**src/rtl/cfg_tlp_pkg.sv**
```systemverilog
// Shared constants and types for the configuration request packet builder.
// Assumes 32-bit header words and 8-bit bus and devfn numbers.
package cfg_tlp_pkg;

    localparam logic [7:0] KIND_RD_LOCAL = 8'h04;
    localparam logic [7:0] KIND_WR_LOCAL = 8'h44;
    localparam logic [7:0] KIND_RD_FWD   = 8'h05;
    localparam logic [7:0] KIND_WR_FWD   = 8'h45;
    localparam logic [7:0] TAG_READ      = 8'h1D;
    localparam logic [7:0] TAG_WRITE     = 8'h10;
    localparam logic [9:0] LEN_ONE       = 10'd1;

    typedef enum logic [1:0] {
        RSP_OK     = 2'b00,
        RSP_HIDDEN = 2'b01,
        RSP_NODEV  = 2'b10
    } rsp_code_e;

    // One fully formed packet, captured at acceptance.
    typedef struct packed {
        logic [31:0] w0;
        logic [31:0] w1;
        logic [31:0] w2;
        logic [31:0] data;
        logic        write;
        logic        qw_aligned;
        logic        root_upd;
        logic [7:0]  root_new;
    } tlp_job_t;

endpackage

```
**src/rtl/cfg_req_filter.sv**
```systemverilog
// Access rules applied before a request is packed.
// Purely combinational. Assumes root_bus is the current root bus number.
module cfg_req_filter
    import cfg_tlp_pkg::*;
#(
    parameter int OFF_W   = 12,
    parameter int BAR0_OFF = 16
) (
    input  logic [7:0]       bus,
    input  logic [7:0]       devfn,
    input  logic [OFF_W-1:0] offset,
    input  logic             link_l0,
    input  logic [7:0]       root_bus,
    output logic             reject,
    output rsp_code_e        code
);
    localparam logic [OFF_W-1:0] HIDE_OFF = OFF_W'(BAR0_OFF);

    logic on_root;

    // Decide refusal and its code; the hidden register takes priority.
    always_comb begin
        on_root = (bus == root_bus);
        reject  = 1'b0;
        code    = RSP_OK;
        if (on_root && devfn == 8'h00 && offset == HIDE_OFF) begin
            reject = 1'b1;
            code   = RSP_HIDDEN;
        end else if (!on_root && !link_l0) begin
            reject = 1'b1;
            code   = RSP_NODEV;
        end else if (on_root && devfn[7:3] != 5'd0) begin
            reject = 1'b1;
            code   = RSP_NODEV;
        end
    end

endmodule

```
**src/rtl/cfg_hdr_build.sv**
```systemverilog
// Builds the three header words, the lane-shifted data word and the
// sequencing hints for one request. Purely combinational.
// Assumes OFF_W is at most 16.
module cfg_hdr_build
    import cfg_tlp_pkg::*;
#(
    parameter int          OFF_W    = 12,
    parameter logic [7:0]  RP_DEVFN = 8'h00,
    parameter int          PRI_OFF  = 24
) (
    input  logic             write,
    input  logic [7:0]       bus,
    input  logic [7:0]       devfn,
    input  logic [OFF_W-1:0] offset,
    input  logic [1:0]       size,
    input  logic [31:0]      wdata,
    input  logic [7:0]       root_bus,
    output tlp_job_t         job
);
    localparam logic [OFF_W-1:0] PRI_BUS_OFF = OFF_W'(PRI_OFF);

    logic [1:0]  lane;
    logic [7:0]  be;
    logic [31:0] lane_data;
    logic [15:0] off16;
    logic        local_seg;
    logic [7:0]  kind;

    // Byte enables and data lane placement from width and low offset bits.
    always_comb begin
        lane = offset[1:0];
        case (size)
            2'b00: begin
                be        = 8'h01 << lane;
                lane_data = (wdata & 32'h0000_00FF) << {lane, 3'b000};
            end
            2'b01: begin
                be        = 8'h03 << lane;
                lane_data = (wdata & 32'h0000_FFFF) << {lane, 3'b000};
            end
            default: begin
                be        = 8'h0F;
                lane_data = wdata;
            end
        endcase
    end

    // Request kind from direction and whether the target is the root bus.
    always_comb begin
        local_seg = (bus == root_bus);
        if (write) kind = local_seg ? KIND_WR_LOCAL : KIND_WR_FWD;
        else       kind = local_seg ? KIND_RD_LOCAL : KIND_RD_FWD;
    end

    // Assemble header words and sequencing hints.
    always_comb begin
        off16              = '0;
        off16[OFF_W-1:0]   = {offset[OFF_W-1:2], 2'b00};
        job.w0             = {kind, 14'd0, LEN_ONE};
        job.w1             = {root_bus, RP_DEVFN, (write ? TAG_WRITE : TAG_READ), be};
        job.w2             = {bus, devfn, off16};
        job.data           = write ? lane_data : 32'h0;
        job.write          = write;
        job.qw_aligned     = (offset[2:0] == 3'b000);
        job.root_upd       = write && local_seg && (offset == PRI_BUS_OFF);
        job.root_new       = wdata[7:0];
    end

endmodule

```
**src/rtl/cfg_beat_seq.sv**
```systemverilog
// Holds one packed request and plays it out as two or three 64-bit beats.
// Assumes start is raised only while idle is high.
module cfg_beat_seq
    import cfg_tlp_pkg::*;
(
    input  logic        clk,
    input  logic        rst_n,
    input  logic        start,
    input  tlp_job_t    job_in,
    input  logic        tx_ready,
    output logic        idle,
    output logic        tx_valid,
    output logic [63:0] tx_data,
    output logic        tx_sop,
    output logic        tx_eop,
    output logic        done,
    output tlp_job_t    job_q
);
    typedef enum logic [1:0] {S_IDLE, S_HEAD, S_MID, S_TAIL} seq_state_e;

    seq_state_e state, state_nx;
    logic       three_beat;

    assign three_beat = job_q.write && job_q.qw_aligned;

    // Next-state choice for the beat sequence.
    always_comb begin
        state_nx = state;
        case (state)
            S_IDLE: if (start) state_nx = S_HEAD;
            S_HEAD: if (tx_ready) state_nx = S_MID;
            S_MID:  if (tx_ready) state_nx = three_beat ? S_TAIL : S_IDLE;
            S_TAIL: if (tx_ready) state_nx = S_IDLE;
            default: state_nx = S_IDLE;
        endcase
    end

    // State register.
    always_ff @(posedge clk) begin
        if (!rst_n) state <= S_IDLE;
        else        state <= state_nx;
    end

    // Capture the packet when a request is taken.
    always_ff @(posedge clk) begin
        if (!rst_n)     job_q <= '0;
        else if (start) job_q <= job_in;
    end

    // Beat contents and flags for the current state.
    always_comb begin
        tx_data = 64'h0;
        tx_sop  = 1'b0;
        tx_eop  = 1'b0;
        case (state)
            S_HEAD: begin
                tx_data = {job_q.w1, job_q.w0};
                tx_sop  = 1'b1;
            end
            S_MID: begin
                tx_data = (job_q.write && !job_q.qw_aligned) ?
                          {job_q.data, job_q.w2} : {32'h0, job_q.w2};
                tx_eop  = !three_beat;
            end
            S_TAIL: begin
                tx_data = {32'h0, job_q.data};
                tx_eop  = 1'b1;
            end
            default: ;
        endcase
    end

    assign idle     = (state == S_IDLE);
    assign tx_valid = !idle;
    assign done     = tx_valid && tx_ready && tx_eop;

endmodule

```
**src/rtl/cfg_rootbus_trk.sv**
```systemverilog
// Root bus number register, loaded from a snooped primary-bus write.
// Assumes upd_en pulses once per completed qualifying write.
module cfg_rootbus_trk (
    input  logic       clk,
    input  logic       rst_n,
    input  logic       upd_en,
    input  logic [7:0] upd_val,
    output logic [7:0] root_bus
);
    // Hold the root bus number; cleared on reset.
    always_ff @(posedge clk) begin
        if (!rst_n)      root_bus <= 8'h00;
        else if (upd_en) root_bus <= upd_val;
    end

endmodule

```
**src/rtl/cfg_tlp_packer.sv**
```systemverilog
// Top: accepts one configuration request at a time, filters it, packs it
// and streams it out; refusals come back on the response port.
// Assumes the sink may stall any beat through tx_ready.
module cfg_tlp_packer
    import cfg_tlp_pkg::*;
#(
    parameter int         OFF_W    = 12,
    parameter logic [7:0] RP_DEVFN = 8'h00
) (
    input  logic             clk,
    input  logic             rst_n,
    input  logic             req_valid,
    output logic             req_ready,
    input  logic             req_write,
    input  logic [7:0]       req_bus,
    input  logic [7:0]       req_devfn,
    input  logic [OFF_W-1:0] req_offset,
    input  logic [1:0]       req_size,
    input  logic [31:0]      req_wdata,
    input  logic             link_l0,
    output logic             tx_valid,
    input  logic             tx_ready,
    output logic [63:0]      tx_data,
    output logic             tx_sop,
    output logic             tx_eop,
    output logic             rsp_valid,
    output logic [1:0]       rsp_code,
    output logic [7:0]       root_bus
);
    logic      accept, reject, start, seq_idle, seq_done;
    rsp_code_e flt_code;
    tlp_job_t  job_new, job_cur;

    cfg_req_filter #(.OFF_W(OFF_W)) u_filter (
        .bus      (req_bus),
        .devfn    (req_devfn),
        .offset   (req_offset),
        .link_l0  (link_l0),
        .root_bus (root_bus),
        .reject   (reject),
        .code     (flt_code)
    );

    cfg_hdr_build #(.OFF_W(OFF_W), .RP_DEVFN(RP_DEVFN)) u_hdr (
        .write    (req_write),
        .bus      (req_bus),
        .devfn    (req_devfn),
        .offset   (req_offset),
        .size     (req_size),
        .wdata    (req_wdata),
        .root_bus (root_bus),
        .job      (job_new)
    );

    cfg_beat_seq u_seq (
        .clk      (clk),
        .rst_n    (rst_n),
        .start    (start),
        .job_in   (job_new),
        .tx_ready (tx_ready),
        .idle     (seq_idle),
        .tx_valid (tx_valid),
        .tx_data  (tx_data),
        .tx_sop   (tx_sop),
        .tx_eop   (tx_eop),
        .done     (seq_done),
        .job_q    (job_cur)
    );

    cfg_rootbus_trk u_root (
        .clk      (clk),
        .rst_n    (rst_n),
        .upd_en   (seq_done && job_cur.root_upd),
        .upd_val  (job_cur.root_new),
        .root_bus (root_bus)
    );

    assign req_ready = seq_idle;
    assign accept    = req_valid && req_ready;
    assign start     = accept && !reject;

    // Refusal response, one cycle after the request is taken.
    always_ff @(posedge clk) begin
        if (!rst_n) begin
            rsp_valid <= 1'b0;
            rsp_code  <= RSP_OK;
        end else begin
            rsp_valid <= accept && reject;
            if (accept && reject) rsp_code <= flt_code;
        end
    end

endmodule

```
**config.mk**
```make
export PLATFORM = sky130hd
export DESIGN_NAME = cfg_tlp_packer
export DESIGN_NICKNAME = d
export VERILOG_FILES = /design/src/rtl/cfg_tlp_pkg.sv /design/src/rtl/cfg_req_filter.sv /design/src/rtl/cfg_hdr_build.sv /design/src/rtl/cfg_beat_seq.sv /design/src/rtl/cfg_rootbus_trk.sv /design/src/rtl/cfg_tlp_packer.sv
export SDC_FILE = /design/constraint.sdc
export NUM_CORES = 1
export LEC_CHECK = 0
export BUFFER_PORTS_ARGS = -buffer_cell sky130_fd_sc_hd__buf_2
export CORE_MARGIN = 4
export CORE_UTILIZATION = 53
export CTS_CLUSTER_DIAMETER = 40
export DETAILED_ROUTE_END_ITERATION = 16
export GPL_TIMING_DRIVEN = 0
export PLACE_DENSITY = 0.8
export RECOVER_POWER = 25
export REMOVE_ABC_BUFFERS = 1
export SLEW_MARGIN = 20
export SYNTH_ARGS = -nofsm -noshare
export SYNTH_HDL_FRONTEND = slang
export SYNTH_SLANG_ARGS = --single-unit
```
**constraint.sdc**
```tcl
create_clock -name clk -period 2.68 [get_ports clk]
set_input_delay 0.67 -clock clk [delete_from_list [all_inputs] [get_ports clk]]
set_output_delay 0.67 -clock clk [all_outputs]
set_load 0.03 [all_outputs]
```
==> results.md, run 1 <==
- The placed instance count is around 900.
- The synthesized design contains 0 enable-type register cells.
- The clock reaches the later pin of the worst-skew pair after 0.38 ns.
- The count of pins over their slew limit is 0.
- The net switching component of the power is a little under 0.9 mW.
- The die boundary width is between 100 and 150 um.
- Summing all placed instances gives a cell area of between 6000 and 7000 um^2.
- The floorplan step set the die height to approximately 110 um.
- For this configuration, the core starts out at a cell density of a little over half.
- Once layout is complete, the cells apart from fillers number around 940.
- The die area is between 10000 and 15000 um^2.
- For the finished layout, the period the worst path requires is around 2.6 ns.
- Per report_power, the clock group accounts for between 30% and 40% of the total.
- The tool flagged a number of max-cap violations equal to 0.
- The clock tree synthesis step divided the H-tree into 3 levels.
- The maximum vdd drop is about 0.00027 V.
- The overall fraction of global-route tracks in use is between 20 and 30%.
- The detailed router's first-iteration violation count is 352.
- The clock net sink count is between 90 and 100.
- Setup violations remaining at the end of the flow were counted as 0.
- The post-route total power is 2.95 mW.
- For this run the aggregate overflow at the end of global routing stands at 0.
- TritonCTS built the clock tree.
- For this run, the detailed router's first-pass iteration total came to 7.
- The main combinational cell family by area after synthesis is simple AND/OR/NAND/NOR gates.
- The first global-routing pass estimated roughly 24 mm of wire.
- The leakage power summed over all cells is just under 3 nW.
- The deepest clock path buffer count is 2.
- After detailed routing, the average wire length per cell comes to 16.9 um.
- Dividing total power by cell area gives a power density of between 400 and 500 nW/um^2.
- Combinational cells account for 16.1% of the total power.
- The async set-or-reset flop fraction in the synthesized netlist is 0%.
- Setup repair after global routing left no endpoint under its margin.
- The number of failing hold endpoints at the final stage is 0.
- The portion of total power attributed to sequential cells is between 50% and 60%.
- At the pin with the least slew margin, the transition time is between 1 and 1.5 ns.
- The flow ran to the end, and the final reports show no timing, DRC or antenna violations.
- The final-stage net count is approximately 870.
- The number of nets still failing antenna checks after routing is 0.
- The number of global-route vias before repair is approximately 5000.
- For the worst setup path, the data required time is 2.01 ns.
- The number of antenna violations at the first check in global routing came to 0.
- Once detailed placement completed, the half-perimeter wirelength came to ~11 mm.
- The area of the mapped netlist is between 5000 and 6000 um^2.
- Headroom to the max-slew limit came out at 31.5%.
- Buffers inserted during clock tree synthesis total 9.
- The internal power summed over all cells is about 2.1 mW.
- After Yosys synthesis, and, or, nand and nor cells account for about a quarter of the synthesized area.
- Of the total synthesized cell area, the portion taken by XOR and XNOR cells is approximately 1.3%.
- The share of the Yosys chip area taken by registers is a little over a third.
- The post-route cell area is 6530 um^2.
- The kind of start point of the critical path is a register.
- STA classifies the critical path endpoint as a primary output.
- The total number of vias is between 5000 and 6000.
- Of the total power, the share spent switching nets is between 20% and 30%.
- The clock root buffer is sky130_fd_sc_hd__clkbuf_8.
- After layout, the worst path uses 97.3% of the clock period.
- The multiplexer share of the synthesized area is approximately a fifth.
- Pin placement for this block handled ~150 I/O pins.
- After synthesis, the mean cell area works out to 8.01 um^2.
- Entering global routing, the biggest net connects between 100 and 150 pins.
- The number of buffers inserted by port buffering is 146.
- The adder-cell share of the synthesized area is 0%.
- The peak clock frequency supported by timing is 383 MHz.
- The count of hold buffers inserted by post-cts repair is 0.
- The count of inserted antenna diode cells is 0.
- The core area is just over 10000 um^2.
- The area overhead of the layout relative to synthesis is 18.2%.
- Summing all flip-flop and latch instances after layout gives 1970 um^2.
- The number of remaining DRC errors is 0.
- The share of cells above drive strength 1 is 20.3%.
- The number of synthesized register bits is 98.
- Using the TritonRoute via totals, the vias-per-cell ratio works out to about 5.6.
- The area of combinational cells with multiple inputs is between 3000 and 4000 um^2.
- The kind of path behind the tightest hold check is reg -> reg.
- The floorplan row count is 37.
- The final-layout fill cell count is about 900.
- The routability congestion estimate is roughly 0.86.
- In this run the worst path has a maximum fanout of 18.
- Across all setup checks in the final design, the least slack found is roughly 0.071 ns.
- Measured on the finished design, the core utilization comes to between 60% and 70%.
- OpenSTA, run right after detailed placement, puts the worst setup slack at -0.592 ns.
- The number of distinct library cell variants in the gate-level netlist after synthesis is between 40 and 50.
- The setup TNS is 0 ns.
- The compound-gate portion of the synthesized area is 9.94%.
- For the worst setup path, the data arrival time is approximately 1.9 ns.
- The dominant synthesized flop cell is sky130_fd_sc_hd__dfxtp_1.
- Final hold analysis gives a worst-case slack of roughly 0.46 ns.
- For this run, the number of Yosys warnings is 0.
- The gate count of the mapped netlist is between 600 and 700.
- Clock-pin slew was measured on the worst setup and hold paths at around 0.1 ns.
- The final layout contains routed wiring with a total length of about 16 mm.
- For the final database, setup skew stands at between 0.01 and 0.015 ns.
- The critical setup path kind is reg -> out.
synth_stat cells, types with 3 or more instances:
cell | count | area share, %
sky130_fd_sc_hd__nor2_1 | 21 | 1.4
sky130_fd_sc_hd__o21ai_0 | 30 | 2.7
sky130_fd_sc_hd__nor4_1 | 3 | 0.34
sky130_fd_sc_hd__a22o_1 | 7 | 1.1
sky130_fd_sc_hd__buf_4 | 8 | 1.1
sky130_fd_sc_hd__clkbuf_1 | 42 | 2.9
sky130_fd_sc_hd__inv_1 | 3 | 0.20
sky130_fd_sc_hd__xnor2_1 | 8 | 1.3
sky130_fd_sc_hd__nand2b_1 | 3 | 0.34
sky130_fd_sc_hd__nand4_1 | 6 | 0.68
sky130_fd_sc_hd__nand3_1 | 3 | 0.27
sky130_fd_sc_hd__and2_1 | 18 | 2.0
sky130_fd_sc_hd__buf_1 | 3 | 0.20
sky130_fd_sc_hd__a21oi_1 | 12 | 1.1
sky130_fd_sc_hd__dfxtp_1 | 98 | 35
sky130_fd_sc_hd__a22oi_1 | 25 | 3.4
sky130_fd_sc_hd__nor2b_1 | 51 | 5.8
sky130_fd_sc_hd__mux2i_1 | 116 | 21
sky130_fd_sc_hd__buf_2 | 5 | 0.45
sky130_fd_sc_hd__nand2_1 | 194 | 13
sky130_fd_sc_hd__buf_6 | 4 | 0.81
sky130_fd_sc_hd__and3_1 | 6 | 0.68
cells by family (layout without fill, tap and decap cells):
kind of cell | count (synthesis) | in the layout
mux | 116 | 116
buf+inv | 65 | 176
flops | 98 | 98
simple gates | 317 | 318
compound gates | 86 | 86
xor+xnor | 8 | 8
flip-flops by register name (all words and copies together) (netlist names):
name,count
u_seq.state,2
rsp_code,2
u_seq.job_q,85
u_root.root_bus,8
rsp_valid,1
worst paths after layout:
check,startpoint,end,slack [ns],cells after the start
worst max register to register,u_seq.state[0],u_seq.job_q[8],0.11,6
worst min register to register,u_seq.job_q[105],u_seq.job_q[105],0.46,2
worst min-delay path,u_seq.job_q[105],u_seq.job_q[105],0.46,2
worst max-delay path,u_seq.state[0],tx_data[34],0.07,4
layout by cell type (no fill, tap or decap), types with 7 or more instances in the layout:
master                       n
sky130_fd_sc_hd__a21oi_1    12
sky130_fd_sc_hd__a22o_1      7
sky130_fd_sc_hd__a22oi_1    25
sky130_fd_sc_hd__and2_1     17
sky130_fd_sc_hd__buf_2     119
sky130_fd_sc_hd__clkbuf_1   24
sky130_fd_sc_hd__clkbuf_8   10
sky130_fd_sc_hd__dfxtp_1    96
sky130_fd_sc_hd__mux2i_1   116
sky130_fd_sc_hd__nand2_1   194
sky130_fd_sc_hd__nor2_1     19
sky130_fd_sc_hd__nor2b_1    51
sky130_fd_sc_hd__o21ai_0    30
sky130_fd_sc_hd__xnor2_1     8
layout make-up:
class | instances | share of cell area (%)
clock buffer | 10 | 2.11
inverter | 3 | 0.172
timing repair buffer | 157 | 13.6
sequential | 98 | 30.2
tap | 136 | 2.61
clock inverter | 6 | 0.766
multi-input combinational | 528 | 50.6
critical path, stage by stage (launching register included):
cell	delay [ns]
sky130_fd_sc_hd__dfxtp_4	0.47
sky130_fd_sc_hd__buf_16	0.21
sky130_fd_sc_hd__nor2_4	0.51
sky130_fd_sc_hd__nor2_1	0.14
sky130_fd_sc_hd__clkbuf_4	0.21
power by group through the flow:
stage	Clock (mW)	Combinational, mW	Sequential (mW)
3_5_place_dp	0	0.457	1.58
4_1_cts	0.951	0.468	1.54
3_3_place_gp	0	0.438	1.59
6_report	0.932	0.475	1.54
5_1_grt	0.990	0.516	1.55
2_1_floorplan	0	0.255	1.58
layer usage:
layer	share of wire, %	vias to the layer above	global-route usage (%)
li1	-	2530	-
met1	44	2453	34.1
met2	45	240	41.8
met3	9.2	26	5.42
met4	2.3	0	10.0
met5	0	-	0
what timing repair did:
action	4_1_cts	5_1_grt
gates resized for setup	7	4
pin swaps	0	1
gates cloned	0	1
endpoints found under the setup margin	94	20
setup buffers	5	0
No activity file was read; power rests on OpenSTA's default activity.
==> inputs of run 2 (changes only) <==
--- a/config.mk
+++ b/config.mk
@@ -7,11 +7,12 @@
 export LEC_CHECK = 0
 export BUFFER_PORTS_ARGS = -buffer_cell sky130_fd_sc_hd__buf_2
 export CORE_MARGIN = 4
-export CORE_UTILIZATION = 53
+export CORE_UTILIZATION = 55
+export CTS_BUF_LIST = sky130_fd_sc_hd__clkbuf_2
 export CTS_CLUSTER_DIAMETER = 40
 export DETAILED_ROUTE_END_ITERATION = 16
 export GPL_TIMING_DRIVEN = 0
-export PLACE_DENSITY = 0.8
+export PLACE_DENSITY = 0.83
 export RECOVER_POWER = 25
 export REMOVE_ABC_BUFFERS = 1
 export SLEW_MARGIN = 20
==> run 2 against run 1 <==
Compared with the run above: maximum frequency is 3.6% lower; sequential power hardly changed; the run now ends with negative setup slack left; cell count is 0.75% higher.
==> results.md, run 2 (synthesized netlist as in run 1, its figures left out) <==
- The deepest clock path buffer count is 2.
- STA classifies the critical path endpoint as a primary output.
- Summing all flip-flop and latch instances after layout gives 1970 um^2.
- Setup violations remaining at the end of the flow were counted as 5.
- The portion of total power attributed to sequential cells is between 50% and 60%.
- The core area is 9770 um^2.
- The number of antenna diodes in the final layout is 0.
- The post-route total power is around 2.7 mW.
- The HPWL after detailed placement is 11.2 mm.
- The post-route netlist has about a quarter of its cells at a drive strength greater than 1.
- The area of combinational cells with multiple inputs is about 3400 um^2.
- The final worst setup slack is -0.0273 ns.
- The most flop-heavy register is u_seq.job_q.
- The flow ran to the end, but the final reports show violations.
- The clock reaches the later pin of the worst-skew pair after 0.59 ns.
- The number of failing hold endpoints at the final stage was 0.
- The post-layout instance count excluding filler cells is 945.
- The clock input transition at the sequential cells of the worst setup and hold paths is about 0.28 ns.
- The final cycle utilization of the critical path is 101%.
- Of the total power, combinational logic draws roughly a fifth.
- The number of remaining DRC errors is 0.
- The die area is ~12000 um^2.
- Entering global routing, the biggest net connects 97 pins.
- The routability congestion estimate is about 0.86.
- The highest net fanout along the worst path is 8.
- The arrival time of data at the critical path endpoint is about 2.0 ns.
- The clock group share of total power is around a quarter.
- The count of pins over their slew limit came to 0.
- The per-cell routed wire length is 17.6 um.
- For this run, the top clock speed supported by timing is roughly 370 MHz.
- The number of nets still failing antenna checks after routing is 0.
- The switching share of power is between 30% and 40%.
- For the finished layout, the period the worst path requires is 2.71 ns.
- The number of antenna violations at the first check in global routing is 0.
- The net switching component of the power is approximately 0.85 mW.
- Cell internal power was estimated by the tool at ~1.8 mW.
- Headroom to the max-slew limit came out at between 30 and 40%.
- The area growth from synthesis to layout is 23.0%.
- The data required time at the worst endpoint is 2.01 ns.
- TritonCTS built the clock tree.
- The leading cell type in the layout, fill and taps excluded is sky130_fd_sc_hd__nand2_1.
- The starting density of the core is roughly 57%.
- The largest registers in the layout are u_seq.job_q (85), u_root.root_bus (8).
- The final reports fail on negative setup slack.
- The leakage power summed over all cells is ~3 nW.
- The flip-flop count of the largest register, all copies and words added is 85.
- The placed instance count is 913.
- The count of hold buffers inserted by post-cts repair is 0.
- The die is between 100 and 150 um tall.
- Leaving out fill and tap cells, the most frequent cells in the layout are 194 x sky130_fd_sc_hd__nand2_1, 116 x sky130_fd_sc_hd__mux2i_1, 104 x sky130_fd_sc_hd__buf_2, 95 x sky130_fd_sc_hd__dfxtp_1, 49 x sky130_fd_sc_hd__nor2b_1.
- The number of global-route vias before repair is between 5000 and 6000.
- The number of buffers created by CTS is 9.
- The first routing iteration left approximately 350 violations.
- For the pin with the worst max-slew slack, the measured transition is approximately 0.95 ns.
- Setup repair after global routing could not meet its margin everywhere.
- The clock net in this run drives a total of 98 sinks.
- Clock skew on the completed layout was measured at approximately 0.039 ns.
- The ratio of routed vias to standard cells is between 5 and 6.
- The die is approximately 110 um wide.
- Pin placement for this block handled roughly 150 I/O pins.
- The maximum level of the CTS H-tree is 3.
- CTS placed an instance of sky130_fd_sc_hd__clkbuf_2 at the clock tree root.
- Across the run, the number of max-cap violations was 0.
- The final-layout fill cell count is between 800 and 900.
- After global routing the overflow that remains totals 0.
- The routed design has around 17 mm of wire.
- The total number of vias is about 5400.
- The final-stage net count is 875.
- The first-pass iteration count of the detailed router is 5.
- The worst hold path belongs to the class in -> reg.
- The floorplan row count is 36.
- The first global-routing pass estimated roughly 25 mm of wire.
- The worst setup path is launched from a register.
- Buffers placed on the I/O ports in this run total between 100 and 150.
- The maximum vdd drop is approximately 0.00029 V.
- The critical setup path kind is reg -> out.
- Global routing used 27.3% of the available tracks across all layers.
- The power density normalized to cell area is approximately 400 nW/um^2.
run 2: cell count changes in the layout (fill, tap and decap cells not counted), sizes merged:
cell	delta
clkinv	+2
bufbuf	+1
clkbuf	-17
buf	+25
inv	-2
clkinvlp	+1
run 2: area by class of cell:
cell class	count	area share (%)
repair buffers	167	17.8
multi-input cells	528	49.3
flip-flops and latches	98	29.0
clock inverters	7	0.681
inverters	3	0.166
well taps	133	2.45
clock buffers	9	0.662
run 2: worst paths after layout:
kind | start | end | slack [ns] | cells after the start
worst min-delay path | req_bus[3] | u_seq.job_q[70] | 0.29 | 3
worst max-delay path | u_seq.state[1] | tx_data[34] | -0.03 | 7
worst max register to register | u_root.root_bus[6] | u_seq.job_q[86] | 0.14 | 6
worst min register to register | u_seq.job_q[51] | u_seq.job_q[51] | 0.48 | 2
run 2: per-stage QoR:
| stage | setup slack, ns | instance area, um^2 | TNS (ns) | util (%) | hold slack (ns) |
|---|---|---|---|---|---|
| 2_1_floorplan | -2.00 | 5230 | -184.05 | - | 0.433 |
| 3_3_place_gp | -4.42 | 6120 | -397.06 | 62.7 | 0.440 |
| 3_5_place_dp | -0.734 | 6280 | -41.09 | 64.2 | 0.453 |
| 4_1_cts | 0.00154 | 6550 | 0 | 67.0 | 0.282 |
| 5_1_grt | -0.139 | 6800 | -1.72 | 69.6 | 0.283 |
| 6_report | -0.0273 | 6800 | -0.0500 | 69.6 | 0.294 |
run 2: routing by layer:
| layer | routed length (um) | vias to the layer above | part of all wire (%) | global-route usage (%) |
|---|---|---|---|---|
| met1 | 6900 | 2547 | 41 | 35.6 |
| li1 | - | 2550 | - | - |
| met2 | 7970 | 239 | 48 | 44.6 |
| met3 | 1350 | 39 | 8.1 | 4.72 |
| met4 | 430 | 0 | 2.6 | 11.4 |
| met5 | 0 | - | 0 | 0 |
run 2: power by group through the flow:
stage	logic, mW	registers, mW	clock network [mW]
after floorplan	0.255	1.58	0
after global placement	0.437	1.59	0
after detailed placement	0.454	1.58	0
after CTS	0.484	1.54	0.639
after global routing	0.547	1.55	0.699
final	0.507	1.55	0.636
run 2: repair_timing:
item	in CTS	in global routing
setup buffers	12	1
gates cloned	2	1
pin swaps	0	7
endpoints found under the setup margin	87	70
resized for setup	13	99
run 2: worst max-delay path, cell delays in order, from the launching register on:
cell and delay, ns:
sky130_fd_sc_hd__dfxtp_4 0.44, sky130_fd_sc_hd__buf_16 0.11, sky130_fd_sc_hd__nor4bb_4 0.21, sky130_fd_sc_hd__buf_4 0.19
sky130_fd_sc_hd__buf_6 0.13, sky130_fd_sc_hd__a21oi_2 0.06, sky130_fd_sc_hd__nor2_1 0.13, sky130_fd_sc_hd__buf_4 0.18
==> inputs of run 3 (changes only) <==
--- a/config.mk
+++ b/config.mk
@@ -7,12 +7,11 @@
 export LEC_CHECK = 0
 export BUFFER_PORTS_ARGS = -buffer_cell sky130_fd_sc_hd__buf_2
 export CORE_MARGIN = 4
-export CORE_UTILIZATION = 55
-export CTS_BUF_LIST = sky130_fd_sc_hd__clkbuf_2
+export CORE_UTILIZATION = 48
 export CTS_CLUSTER_DIAMETER = 40
 export DETAILED_ROUTE_END_ITERATION = 16
 export GPL_TIMING_DRIVEN = 0
-export PLACE_DENSITY = 0.83
+export PLACE_DENSITY = 0.77
 export RECOVER_POWER = 25
 export REMOVE_ABC_BUFFERS = 1
 export SLEW_MARGIN = 20
==> constraint.sdc (replaced) <==
create_clock -name clk -period 2.3 [get_ports clk]
set_input_delay 0.575 -clock clk [delete_from_list [all_inputs] [get_ports clk]]
set_output_delay 0.575 -clock clk [all_outputs]
set_load 0.03 [all_outputs]
==> run 3 against run 2 <==
Compared with the run above: the flow still finishes with violations (negative setup slack); setup slack worse by 0.15 ns; sequential cell count did not move; first-iteration DRC count increased by 61%; non-clock buffer count up 10; final area is 7.3% higher; combinational power increased by 25%; core utilization decreased by 3.4 points; sequential share of layout area decreased by 2.0 points; cell count is 1.9% higher; largest cell class unchanged; highest routed layer unchanged.
==> results.md, run 3 (synthesized netlist as in run 1, its figures left out) <==
- The actual transition at the worst max-transition pin is 1.06 ns.
- In this design, the largest share of critical-path delay is due to buffers and inverters.
- The number of I/O pins is 147.
- The power density normalized to cell area is 591 nW/um^2.
- The ratio of routed vias to standard cells is between 5 and 6.
- The startpoint identified for the worst register-to-register timing path is u_seq.state[0].
- The endpoint of the worst-slack reg-to-reg timing path is u_seq.job_q[8].
- The flip-flop count of the largest register, all copies and words added is 85.
- The count of pins over their slew limit was 0.
- After the last flow step, the layout net total stands at between 800 and 900.
- The number of global-route vias before repair is roughly 5500.
- The part of the total power dissipated in combinational logic is roughly 15%.
- The final critical path time including I/O delays and setup is 2.47 ns.
- For this run, the slowest stage of the critical path takes approximately 0.36 ns.
- The die covers 13300 um^2.
- Once routing completed, OpenROAD measured the worst setup slack at -0.173 ns.
- Leaving out fill and tap cells, the most frequent cells in the layout are 194 x sky130_fd_sc_hd__nand2_1, 116 x sky130_fd_sc_hd__mux2i_1, 98 x sky130_fd_sc_hd__buf_2, 96 x sky130_fd_sc_hd__dfxtp_1, 50 x sky130_fd_sc_hd__nor2b_1.
- Counting the buffers created by CTS gives 9.
- For this run, design rule violations remaining after detail routing come to 0.
- The cell sitting at the root of the clock tree is a sky130_fd_sc_hd__clkbuf_16.
- The cell count of the worst hold path is 2.
- Global routing used about 45% of the available met2 tracks.
- The number of buffers inserted by port buffering is between 100 and 150.
- In this run the worst hold path is classified as reg -> reg.
- For this run, the detailed router's first-pass iteration total came to 5.
- The repair_antennas step left the layout with diodes totalling 0.
- The normalized max-slew margin is between 20% and 30%.
- More flip-flops sit in one register than any other, and that register is u_seq.job_q.
- For the worst-skew pair, the clock arrives at the later sink with an insertion delay of approximately 0.36 ns.
- The critical-path cell with the highest stage delay is sky130_fd_sc_hd__dfxtp_4.
- The end point of the worst hold path is u_seq.job_q[102].
- The largest registers in the layout are u_seq.job_q (85), u_root.root_bus (8).
- The number of buffer and inverter instances along the worst setup path is 5.
- The clock tree synthesis step divided the H-tree into 3 levels.
- The die boundary width is about 120 um.
- The initial utilization of the core area, before any placement, comes to between 50 and 60%.
- The clock network is responsible for between 40% and 50% of the overall power.
- The checks that failed: negative setup slack.
- Net switching is approximately a quarter of the power.
- The met3 usage in global routing is about 6.9%.
- The number of antenna violations at the first check in global routing is 0.
- The flow ran to the end, but the final reports show violations.
- The library cell used most frequently in the layout, excluding fill and tap cells, is sky130_fd_sc_hd__nand2_1.
- The net switching component of the power is roughly 1.1 mW.
- The final-layout fill cell count is 880.
- Total power for the finished layout comes to about 4.3 mW.
- At the end of the flow the core is filled with cells to approximately two thirds.
- Counting cells, the worst reg-to-reg path comes to 6.
- The die extent in y is roughly 120 um.
- The number of failing hold endpoints at the final stage is 0.
- The area overhead of the layout relative to synthesis is 32.1%.
- Counting every sink on the clock net gives 98.
- On the final layout, the worst clock skew is about 0.0075 ns.
- Once detailed placement completed, the half-perimeter wirelength came to approximately 12 mm.
- The count of nets left with antenna violations once routing finished came out at 0.
- The tightest hold margin is ~0.46 ns.
- The deepest clock path buffer count is 2.
- At the end of routability-driven placement, the weighted congestion stood at roughly 0.88.
- Walking the worst path, the cells encountered are buf_16 -> nor4bb_4 -> buf_8 -> buf_12 -> buf_6 -> a21oi_2 -> nor2_1 -> buf_4.
- The routed design has approximately 19 mm of wire.
- Global routing consumed, over all layers together, a little over a quarter of the routing resources.
- Derived from the worst setup path, the maximum achievable clock frequency is between 400 and 500 MHz.
- TritonCTS built the clock tree.
- Setup repair after global routing could not meet its margin everywhere.
- The met1 usage is between 30 and 40%.
- Max-cap violations in this run came to 0.
- Clock-pin slew was measured on the worst setup and hold paths at roughly 0.06 ns.
- By startpoint and endpoint, the worst setup path is classified as reg -> out.
- The per-cell routed wire length is 19.7 um.
- The largest net degree at the start of global routing is 97.
- After routing, the total negative slack on setup checks comes to -5.03 ns.
- At the worst endpoint, the arrival time is 1.90 ns.
- Of the total power, registers draw between 40% and 50%.
- Setup violations remaining at the end of the flow were counted as around 100.
- The residual overflow from global routing is 0.
- For this block, the via count after detailed routing is between 5000 and 6000.
- The worst setup path is launched from a register.
- The maximum vdd drop is between 0.0004 and 0.0005 V.
- The highest net fanout along the worst path is 3.
- The global routing stage identified its most utilized layer as met2.
- The startpoint identified for the worst hold timing path is u_seq.job_q[102].
- The internal power summed over all cells is 3.21 mW.
- After the first detailed-routing iteration, the DRC count stood at 557.
- The core area is between 10000 and 15000 um^2.
- The share of cells above drive strength 1 is between 20% and 30%.
- The register-to-register setup slack is -0.09 ns.
- STA classifies the critical path endpoint as a primary output.
- The leakage power summed over all cells is around 3.2 nW.
- After layout, the worst path uses 108% of the clock period.
- After floorplanning, the core was divided into 38 placement rows.
- Data on the critical path is required at its endpoint by roughly 1.7 ns.
- The first global-routing pass estimated between 20 and 30 mm of wire.
## run 3: changes by cell type in the layout (fill, tap and decap cells not counted), sizes merged
cell    change
bufinv      +4
buf         +1
clkinv      -5
and2        +1
bufbuf      +1
clkbuf      +9
## run 3: layout make-up
class	instances	area, um^2	area share, %
multi-input cells	529	3440	47.1
flip-flops and latches	98	1970	27.0
repair buffers	177	1320	18.1
clock buffers	10	239	3.27
well taps	140	175	2.40
clock inverters	6	136	1.87
inverters	3	15.0	0.206
## run 3: power by group through the flow
stage / clock [mW] / sequential (mW) / combinational, mW
2_1_floorplan: 0 / 1.84 / 0.297
3_3_place_gp: 0 / 1.85 / 0.509
3_5_place_dp: 0 / 1.84 / 0.533
4_1_cts: 1.90 / 1.79 / 0.585
5_1_grt: 1.97 / 1.80 / 0.670
6_report: 1.88 / 1.79 / 0.633
## run 3: metrics by stage
step | instance area [um^2] | setup WS [ns] | instances
finish | 7300 | -0.173 | 963
global route | 7300 | -0.207 | 963
CTS | 7180 | -0.205 | 953
detailed placement | 6290 | -0.984 | 920
global placement | 6130 | -4.69 | 914
floorplan | 5230 | -2.38 | 628
## run 3: how the worst max path moves through the flow
stage / startpoint / end / slack, ns / depth (start not counted)
finish: u_seq.state[0] / tx_data[34] / -0.17 / 8
global route: u_seq.state[0] / tx_data[36] / -0.21 / 8
CTS: u_seq.state[0] / tx_data[58] / -0.20 / 8
detailed placement: req_offset[6] / u_seq.job_q[76] / -0.98 / 7
global placement: u_seq.state[1] / tx_data[32] / -4.69 / 4
floorplan: u_seq.state[0] / u_seq.job_q[0] / -2.38 / 4
## run 3: routing by layer
| metal | part of all wire, % | up-vias |
|---|---|---|
| met5 | 0 | - |
| met4 | 3.8 | 0 |
| met3 | 9.8 | 70 |
| met2 | 46 | 354 |
| met1 | 40 | 2624 |
| li1 | - | 2571 |
## run 3: timing repair
item	CTS	global route
setup endpoints to repair	143	102
gates cloned	5	1
endpoints found under the hold margin	0	0
gates resized for setup	86	18
buffers inserted	12	13
pin swaps	16	13
hold buffers	0	0
## run 3: tightest hold or removal path, cell delays in order, from the launching register on
cell and delay, ns:
sky130_fd_sc_hd__dfxtp_1 0.31, sky130_fd_sc_hd__nand2_1 0.05, sky130_fd_sc_hd__mux2i_1 0.06
